[src/rtl/dxl_pkg.sv]
package dxl_pkg;
  typedef enum logic [2:0] {
    ST_IDLE,
    ST_EVAL,
    ST_FETCH,
    ST_WAIT,
    ST_RESP
  } dxl_state_e;

  // control -> datapath strobes
  typedef struct packed {
    logic capture;   // latch incoming bus address
    logic evalLoad;  // load response from register/cache decision
    logic walkLoad;  // load response from fetched second-level word
  } dxl_strobe_t;
endpackage

[src/rtl/dxl_ctrl.sv]
module dxl_ctrl
  import dxl_pkg::*;
(
  input  logic        clk,
  input  logic        rstN,
  input  logic        reqValid,
  input  logic        needWalk,
  input  logic        memReqReady,
  input  logic        memRspValid,
  output logic        reqReady,
  output logic        memReqValid,
  output logic        rspValid,
  output dxl_strobe_t stb
);
  dxl_state_e state, stateNxt;

  always_ff @(posedge clk or negedge rstN) begin
    if (!rstN) state <= ST_IDLE;
    else       state <= stateNxt;
  end

  always_comb begin
    stateNxt = state;
    unique case (state)
      ST_IDLE:  if (reqValid) stateNxt = ST_EVAL;
      ST_EVAL:  stateNxt = needWalk ? ST_FETCH : ST_RESP;
      ST_FETCH: if (memReqReady) stateNxt = ST_WAIT;
      ST_WAIT:  if (memRspValid) stateNxt = ST_RESP;
      ST_RESP:  stateNxt = ST_IDLE;
      default:  stateNxt = ST_IDLE;
    endcase
  end

  assign reqReady     = (state == ST_IDLE);
  assign memReqValid  = (state == ST_FETCH);
  assign rspValid     = (state == ST_RESP);
  assign stb.capture  = (state == ST_IDLE) && reqValid;
  assign stb.evalLoad = (state == ST_EVAL) && !needWalk;
  assign stb.walkLoad = (state == ST_WAIT) && memRspValid;
endmodule

[src/rtl/dxl_data.sv]
module dxl_data
  import dxl_pkg::*;
#(
  parameter int BA_W   = 32,
  parameter int PA_W   = 42,
  parameter int TLB_N  = 8,
  parameter int L1_N   = 64,
  parameter int REG_AW = 7
) (
  input  logic              clk,
  input  logic              rstN,
  input  dxl_strobe_t       stb,
  input  logic              cfgWrEn,
  input  logic [REG_AW-1:0] cfgWrAddr,
  input  logic [31:0]       cfgWrData,
  input  logic [BA_W-1:0]   reqAddr,
  input  logic [31:0]       memRspData,
  output logic              needWalk,
  output logic [PA_W-1:0]   memReqAddr,
  output logic [PA_W-1:0]   rspAddr,
  output logic              rspFault
);
  localparam int PG_SH   = 12;
  localparam int PPN_W   = PA_W - PG_SH;
  localparam int VPN_W   = BA_W - PG_SH;
  localparam int L1_IW   = $clog2(L1_N);
  localparam int REGION  = 25;                  // log2 of 32 MiB
  localparam int L2_IW   = REGION - PG_SH;      // 13 index bits
  localparam int TLB_IW  = $clog2(TLB_N);
  localparam int INV_SH  = 2;                   // 16 KiB granule = page >> 2
  localparam logic [REG_AW-1:0] IDX_CTRL = REG_AW'(L1_N);
  localparam logic [REG_AW-1:0] IDX_WIN  = REG_AW'(L1_N + 1);
  localparam logic [REG_AW-1:0] IDX_INV  = REG_AW'(L1_N + 2);

  logic [31:0]      l1Bank [L1_N];
  logic             xlateEn;
  logic [1:0]       winSel;
  logic [BA_W-1:0]  addrQ;
  logic [PA_W-1:0]  rspAddrQ;
  logic             rspFaultQ;
  logic [TLB_N-1:0] tlbValid;
  logic [VPN_W-1:0] tlbTag [TLB_N];
  logic [PPN_W-1:0] tlbPpn [TLB_N];
  logic [TLB_IW-1:0] rrPtr;

  logic [TLB_N-1:0] hitVec;
  logic [PPN_W-1:0] hitPpn;
  logic             tlbHit, inWin, bypass;
  logic [31:0]      l1e;
  logic             invWr;

  assign invWr = cfgWrEn && (cfgWrAddr == IDX_INV);
  assign l1e   = l1Bank[addrQ[REGION +: L1_IW]];

  always_comb begin
    unique case (winSel)
      2'b00:   inWin = (addrQ[BA_W-1:28] == '0);
      2'b01:   inWin = !addrQ[BA_W-1];
      default: inWin = 1'b1;
    endcase
  end
  assign bypass = !xlateEn || !inWin;

  for (genvar i = 0; i < TLB_N; i++) begin : g_cmp
    assign hitVec[i] = tlbValid[i] && (tlbTag[i] == addrQ[BA_W-1:PG_SH]);
  end

  always_comb begin
    hitPpn = '0;
    for (int i = 0; i < TLB_N; i++)
      if (hitVec[i]) hitPpn |= tlbPpn[i];
  end
  assign tlbHit = |hitVec;

  assign needWalk   = !bypass && !tlbHit && !l1e[31] && l1e[30];
  assign memReqAddr = {l1e[PPN_W-1:0], {PG_SH{1'b0}}}
                    + PA_W'({addrQ[REGION-1:PG_SH], 2'b00});

  // configuration registers
  always_ff @(posedge clk or negedge rstN) begin
    if (!rstN) begin
      for (int i = 0; i < L1_N; i++) l1Bank[i] <= '0;
      xlateEn <= 1'b0;
      winSel  <= 2'b00;
    end else if (cfgWrEn) begin
      if (cfgWrAddr < IDX_CTRL) l1Bank[cfgWrAddr[L1_IW-1:0]] <= cfgWrData;
      if (cfgWrAddr == IDX_CTRL) xlateEn <= cfgWrData[8];
      if (cfgWrAddr == IDX_WIN)  winSel  <= cfgWrData[1:0];
    end
  end

  // request capture and response formation
  always_ff @(posedge clk or negedge rstN) begin
    if (!rstN) begin
      addrQ     <= '0;
      rspAddrQ  <= '0;
      rspFaultQ <= 1'b0;
    end else begin
      if (stb.capture) addrQ <= reqAddr;
      if (stb.evalLoad) begin
        rspFaultQ <= 1'b0;
        if (bypass)
          rspAddrQ <= {{(PA_W-BA_W){1'b0}}, addrQ};
        else if (tlbHit)
          rspAddrQ <= {hitPpn, addrQ[PG_SH-1:0]};
        else if (l1e[31])
          rspAddrQ <= {l1e[PPN_W-1:REGION-PG_SH], addrQ[REGION-1:0]};
        else begin
          rspAddrQ  <= '0;
          rspFaultQ <= 1'b1;
        end
      end else if (stb.walkLoad) begin
        rspFaultQ <= !memRspData[31];
        rspAddrQ  <= memRspData[31] ? {memRspData[PPN_W-1:0], addrQ[PG_SH-1:0]} : '0;
      end
    end
  end

  // translation cache: invalidate, then fill (fill wins its own slot)
  always_ff @(posedge clk or negedge rstN) begin
    if (!rstN) begin
      tlbValid <= '0;
      rrPtr    <= '0;
      for (int i = 0; i < TLB_N; i++) begin
        tlbTag[i] <= '0;
        tlbPpn[i] <= '0;
      end
    end else begin
      if (invWr)
        for (int i = 0; i < TLB_N; i++)
          if (tlbTag[i][VPN_W-1:INV_SH] == cfgWrData[VPN_W-INV_SH-1:0])
            tlbValid[i] <= 1'b0;
      if (stb.walkLoad && memRspData[31]) begin
        tlbValid[rrPtr] <= 1'b1;
        tlbTag[rrPtr]   <= addrQ[BA_W-1:PG_SH];
        tlbPpn[rrPtr]   <= memRspData[PPN_W-1:0];
        rrPtr           <= rrPtr + 1'b1;
      end
    end
  end

  assign rspAddr  = rspAddrQ;
  assign rspFault = rspFaultQ;
endmodule

[src/rtl/dxl_top.sv]
module dxl_top
  import dxl_pkg::*;
#(
  parameter int PA_W   = 42,
  parameter int TLB_N  = 8,
  parameter int REG_AW = 7
) (
  input  logic              clk,
  input  logic              rstN,
  input  logic              cfgWrEn,
  input  logic [REG_AW-1:0] cfgWrAddr,
  input  logic [31:0]       cfgWrData,
  input  logic              reqValid,
  output logic              reqReady,
  input  logic [31:0]       reqAddr,
  output logic              rspValid,
  output logic [PA_W-1:0]   rspAddr,
  output logic              rspFault,
  output logic              memReqValid,
  input  logic              memReqReady,
  output logic [PA_W-1:0]   memReqAddr,
  input  logic              memRspValid,
  input  logic [31:0]       memRspData
);
  dxl_strobe_t stb;
  logic        needWalk;

  dxl_ctrl u_ctrl (
    .clk(clk), .rstN(rstN), .reqValid(reqValid), .needWalk(needWalk),
    .memReqReady(memReqReady), .memRspValid(memRspValid),
    .reqReady(reqReady), .memReqValid(memReqValid), .rspValid(rspValid),
    .stb(stb)
  );

  dxl_data #(.BA_W(32), .PA_W(PA_W), .TLB_N(TLB_N), .L1_N(64), .REG_AW(REG_AW)) u_data (
    .clk(clk), .rstN(rstN), .stb(stb), .cfgWrEn(cfgWrEn), .cfgWrAddr(cfgWrAddr),
    .cfgWrData(cfgWrData), .reqAddr(reqAddr), .memRspData(memRspData),
    .needWalk(needWalk), .memReqAddr(memReqAddr), .rspAddr(rspAddr),
    .rspFault(rspFault)
  );
endmodule

[config.mk]
export PLATFORM = sky130hd
export DESIGN_NAME = dxl_top
export DESIGN_NICKNAME = d
export VERILOG_FILES = /design/src/rtl/dxl_pkg.sv /design/src/rtl/dxl_ctrl.sv /design/src/rtl/dxl_data.sv /design/src/rtl/dxl_top.sv
export SDC_FILE = /design/constraint.sdc
export NUM_CORES = 2
export LEC_CHECK = 0
export CAP_MARGIN = 15
export CORE_UTILIZATION = 35
export CTS_CLUSTER_SIZE = 16
export DETAILED_ROUTE_END_ITERATION = 6
export SLEW_MARGIN = 20
export SYNTH_ARGS = -nofsm -noshare
export SYNTH_HDL_FRONTEND = slang
export SYNTH_SLANG_ARGS = --single-unit
[constraint.sdc]
create_clock -name clk -period 12.4 [get_ports clk]
set_clock_uncertainty 0.05 [all_clocks]
set_input_delay 3.1 -clock clk [delete_from_list [all_inputs] [get_ports clk]]
set_output_delay 3.1 -clock clk [all_outputs]
set_load 0.01 [all_outputs]
==> flow_metrics.py <==
metrics = {
    "synthesis": {
        "synthAdderAreaFrac": 0.000596,
        "synth.avg_cell_area_um2": 14.7,
        "yosysSeqAreaShare": 0.541,
        "synth_cells": 8015,
        "synthDistinctLibCells": 74,
        "synth-compound-area-share": 0.0349,
        "synth-xor-area-share": 0.0249,
        "synth_top_family_by_area": "multiplexers",
        "synth_seq_cells": 2540,
        "yosysWarnings": 0,
        "synth-main-ff-cell": "dfrtp_1",
        "netlist_area_um2": 118000,
        "async_reset_ff_frac": 1.00,
        "synth-edff-count": 0,
        "synthSimpleGateAreaFrac": 0.0254,
        "muxShareOfSynthArea": 0.343,
    },
    "clock_network": {
        "clk_latency_ns": 0.90,
        "clock-root-buffer": "clkbuf_16",
        "cts_buffer_depth": 4,
        "postCtsSetupRepairBufs": 0,
        "ctsHoldBuffers": 0,
        "ctsResizeCount": 0,
        "cts_buffers": 288,
        "cts_sinks": 2540,
        "cts_tree": "built",
        "clk_pin_slew_ns": 0.06,
        "htreeDepth": 5,
    },
    "timing": {
        "rsz0062_at_grt": "no",
        "max_slew_margin": 0.181,
        "fin_crit_ns": 10.50,
        "tightest_slew_ns": 1.23,
        "fin_crit_sh": 0.847,
        "drv_slew": 0,
        "hold_viol_final": 0,
        "finalSetupTns_ns": 0,
        "fmax_mhz": 95.2,
        "setup_viol": 0,
    },
    "detailed_routing": {
        "drtPass1Iterations": 5,
        "dr_total_vias": 72282,
        "avgViaCountPerCell": 5.76,
        "final_antenna_net_count": 0,
        "totalWireLength_mm": 381,
        "routedWlPerCell_um": 30.4,
        "drt-initial-drc-count": 6020,
        "drc": 0,
    },
    "finish": {
        "fill_cells": 30525,
        "final_cell_mix": "dfrtp_1, mux2_2, mux4_2",
        "layout-drive-gt1-share": 0.455,
        "final_cell_count_no_fill": 12556,
        "syn2layout_area_growth_pct": 13.2,
        "final_core_util": 0.399,
        "layout_commonest_cell": "dfrtp_1",
        "nets": 8056,
    },
    "critical_path": {
        "endpoint_kind": "output port",
        "required_ns": 9.25,
        "crit_fanout": 92,
        "startpoint_type": "register",
        "critPathKind": "reg -> out",
        "worstPathArrival_ns": 7.35,
    },
    "status": {
        "status": "complete, no violations",
    },
    "global_routing": {
        "antenna_found_initial": 32,
        "global_route.overflow_total": 0,
        "grt_usage": 0.223,
        "first_global_vias": 75518,
        "grt_start_max_net_pins": 199,
        "grt_pass1_wl_mm": 552,
    },
    "floorplanning": {
        "start_util": 0.352,
        "io_pins": 197,
        "num_rows": 212,
        "core_area_um2": 334000,
        "dieArea_um2": 338000,
        "dieHeight_um": 582,
        "dieWidth_um": 582,
    },
    "power_and_ir_drop": {
        "irDropWorstVdd_v": 0.000115,
        "clkPwrFrac": 0.376,
        "power.switching_mw": 6.64,
        "power_frac_seq": 0.419,
        "swShare": 0.298,
        "p_per_area_nw_per_um2": 167,
        "p_leak_nw": 62.3,
        "intPower_mw": 15.6,
        "combPwrFrac": 0.205,
    },
    "hold_path": {
        "hp-class": "reg -> reg",
    },
    "place": {
        "post-dp-hpwl_mm": 220,
        "io_buffer_count": 193,
        "place_congestion": 0.814,
        "dp.cells": 12036,
    },
    "flow_run": {
        "drv_cap": 0,
    },
}
## sequential cells by signal (all words and copies together) (netlist names), 3 cells and up
signal,cells
u_ctrl.state,3
u_data.rrPtr,3
u_data.tlbTag,160
u_data.rspAddr,42
u_data.addrQ,32
u_data.tlbValid,8
u_data.l1Bank,2048
u_data.tlbPpn,240
## synthesized netlist by cell type (all sizes together) (5+ instances only)
library cell	instances	area share
a31o	9	0.00067
nor2b	13	0.00069
a32oi	15	0.0011
nor3	31	0.0013
buf	287	0.015
o22ai	36	0.0019
nor4	55	0.0029
o21ai	86	0.0037
nand3b	6	0.00038
o41ai	9	0.00067
mux2i	250	0.021
or2	8	0.00043
a41oi	5	0.00037
o31ai	5	0.00032
and2	13	0.00069
xor2	188	0.014
nand3	43	0.0018
mux2	2456	0.24
dfrtp	2540	0.54
mux4	447	0.086
o211ai	8	0.00051
a22o	37	0.0028
a22oi	137	0.0087
nand4	49	0.0026
a21oi	66	0.0028
clkbuf	491	0.016
inv	14	0.00045
nand2b	17	0.00090
a221o	17	0.0014
nor3b	6	0.00038
xnor2	146	0.011
nand2	248	0.0079
a221oi	33	0.0025
and3	12	0.00064
a31oi	43	0.0023
nor2	86	0.0027
a211oi	23	0.0015
o221ai	19	0.0014
## final timing paths
path / cells past startpoint / slack (ns) / endpoint / startpoint
setup reg to reg: 13 / 5.77 / u_data.rspAddr[10] / u_data.addrQ[25]
max in group asynchronous: 3 / 7.68 / u_data.l1Bank[1858] / rstN
hold reg to reg: 1 / 0.44 / u_data.rspAddr[6] / u_data.addrQ[6]
setup / recovery: 12 / 1.90 / memReqAddr[41] / u_data.addrQ[25]
min in group asynchronous: 1 / 2.18 / u_data.l1Bank[1532] / rstN
hold / removal: 1 / 0.44 / u_data.rspAddr[6] / u_data.addrQ[6]
## cell type report
class | count | area, um2 | share of cell area
antenna | 14 | 35.0 | 0.000263
tap | 4387 | 5490 | 0.0412
multi-input combinational | 4683 | 51000 | 0.383
sequential | 2540 | 63600 | 0.478
clock buffer | 419 | 8300 | 0.0624
clock inverter | 84 | 866 | 0.00650
inverter | 15 | 66.3 | 0.000498
timing repair buffer | 414 | 3810 | 0.0286
## layer usage
layer / share of wire / wire length [um] / up-vias / global-route usage
met5: 0.00024 / 93 / - / 0
met4: 0.043 / 16300 / 16 / 0.0907
met3: 0.063 / 24100 / 735 / 0.0365
met2: 0.47 / 181000 / 2446 / 0.361
met1: 0.42 / 160000 / 39685 / 0.298
li1: - / - / 29400 / -
## per-stage QoR
stage          area (um2)  worst slack [ns]  power [mW]  hold WS, ns
2_1_floorplan      118000              4.20        12.0        0.402
3_3_place_gp       124000              2.79        13.9        0.419
3_5_place_dp       124000              2.89        14.0        0.423
4_1_cts            133000              1.88        22.4        0.437
5_1_grt            133000              1.38        23.0        0.455
6_report           133000              1.90        22.3        0.440
## worst max-delay path, stage by stage, from the launching register on
cell	delay (ns)
dfrtp_4	1.01
buf_12	0.60
buf_4	0.51
mux2i_1	0.18
o221ai_1	0.24
o22ai_1	0.13
o311ai_1	0.98
nand2_1	0.52
or4_4	0.72
nor3_1	0.27
nand4_1	0.15
xnor2_1	0.28
clkdlybuf4s50_1	0.58
## cell families after synthesis
family	Yosys count
xor+xnor	334
buf+inv	793
simple gates	612
mux	3153
compound gates	577
flops	2540
fa+ha+maj	5
other cells	1
## power groups by stage
stage | logic (mW) | clock network [mW] | registers [mW]
floorplan | 2.74 | 0 | 9.29
global placement | 4.49 | 0 | 9.42
detailed placement | 4.54 | 0 | 9.47
CTS | 4.55 | 8.52 | 9.32
finish | 4.56 | 8.37 | 9.33
global route | 4.75 | 8.84 | 9.40
No activity file was read; power rests on OpenSTA's default activity.
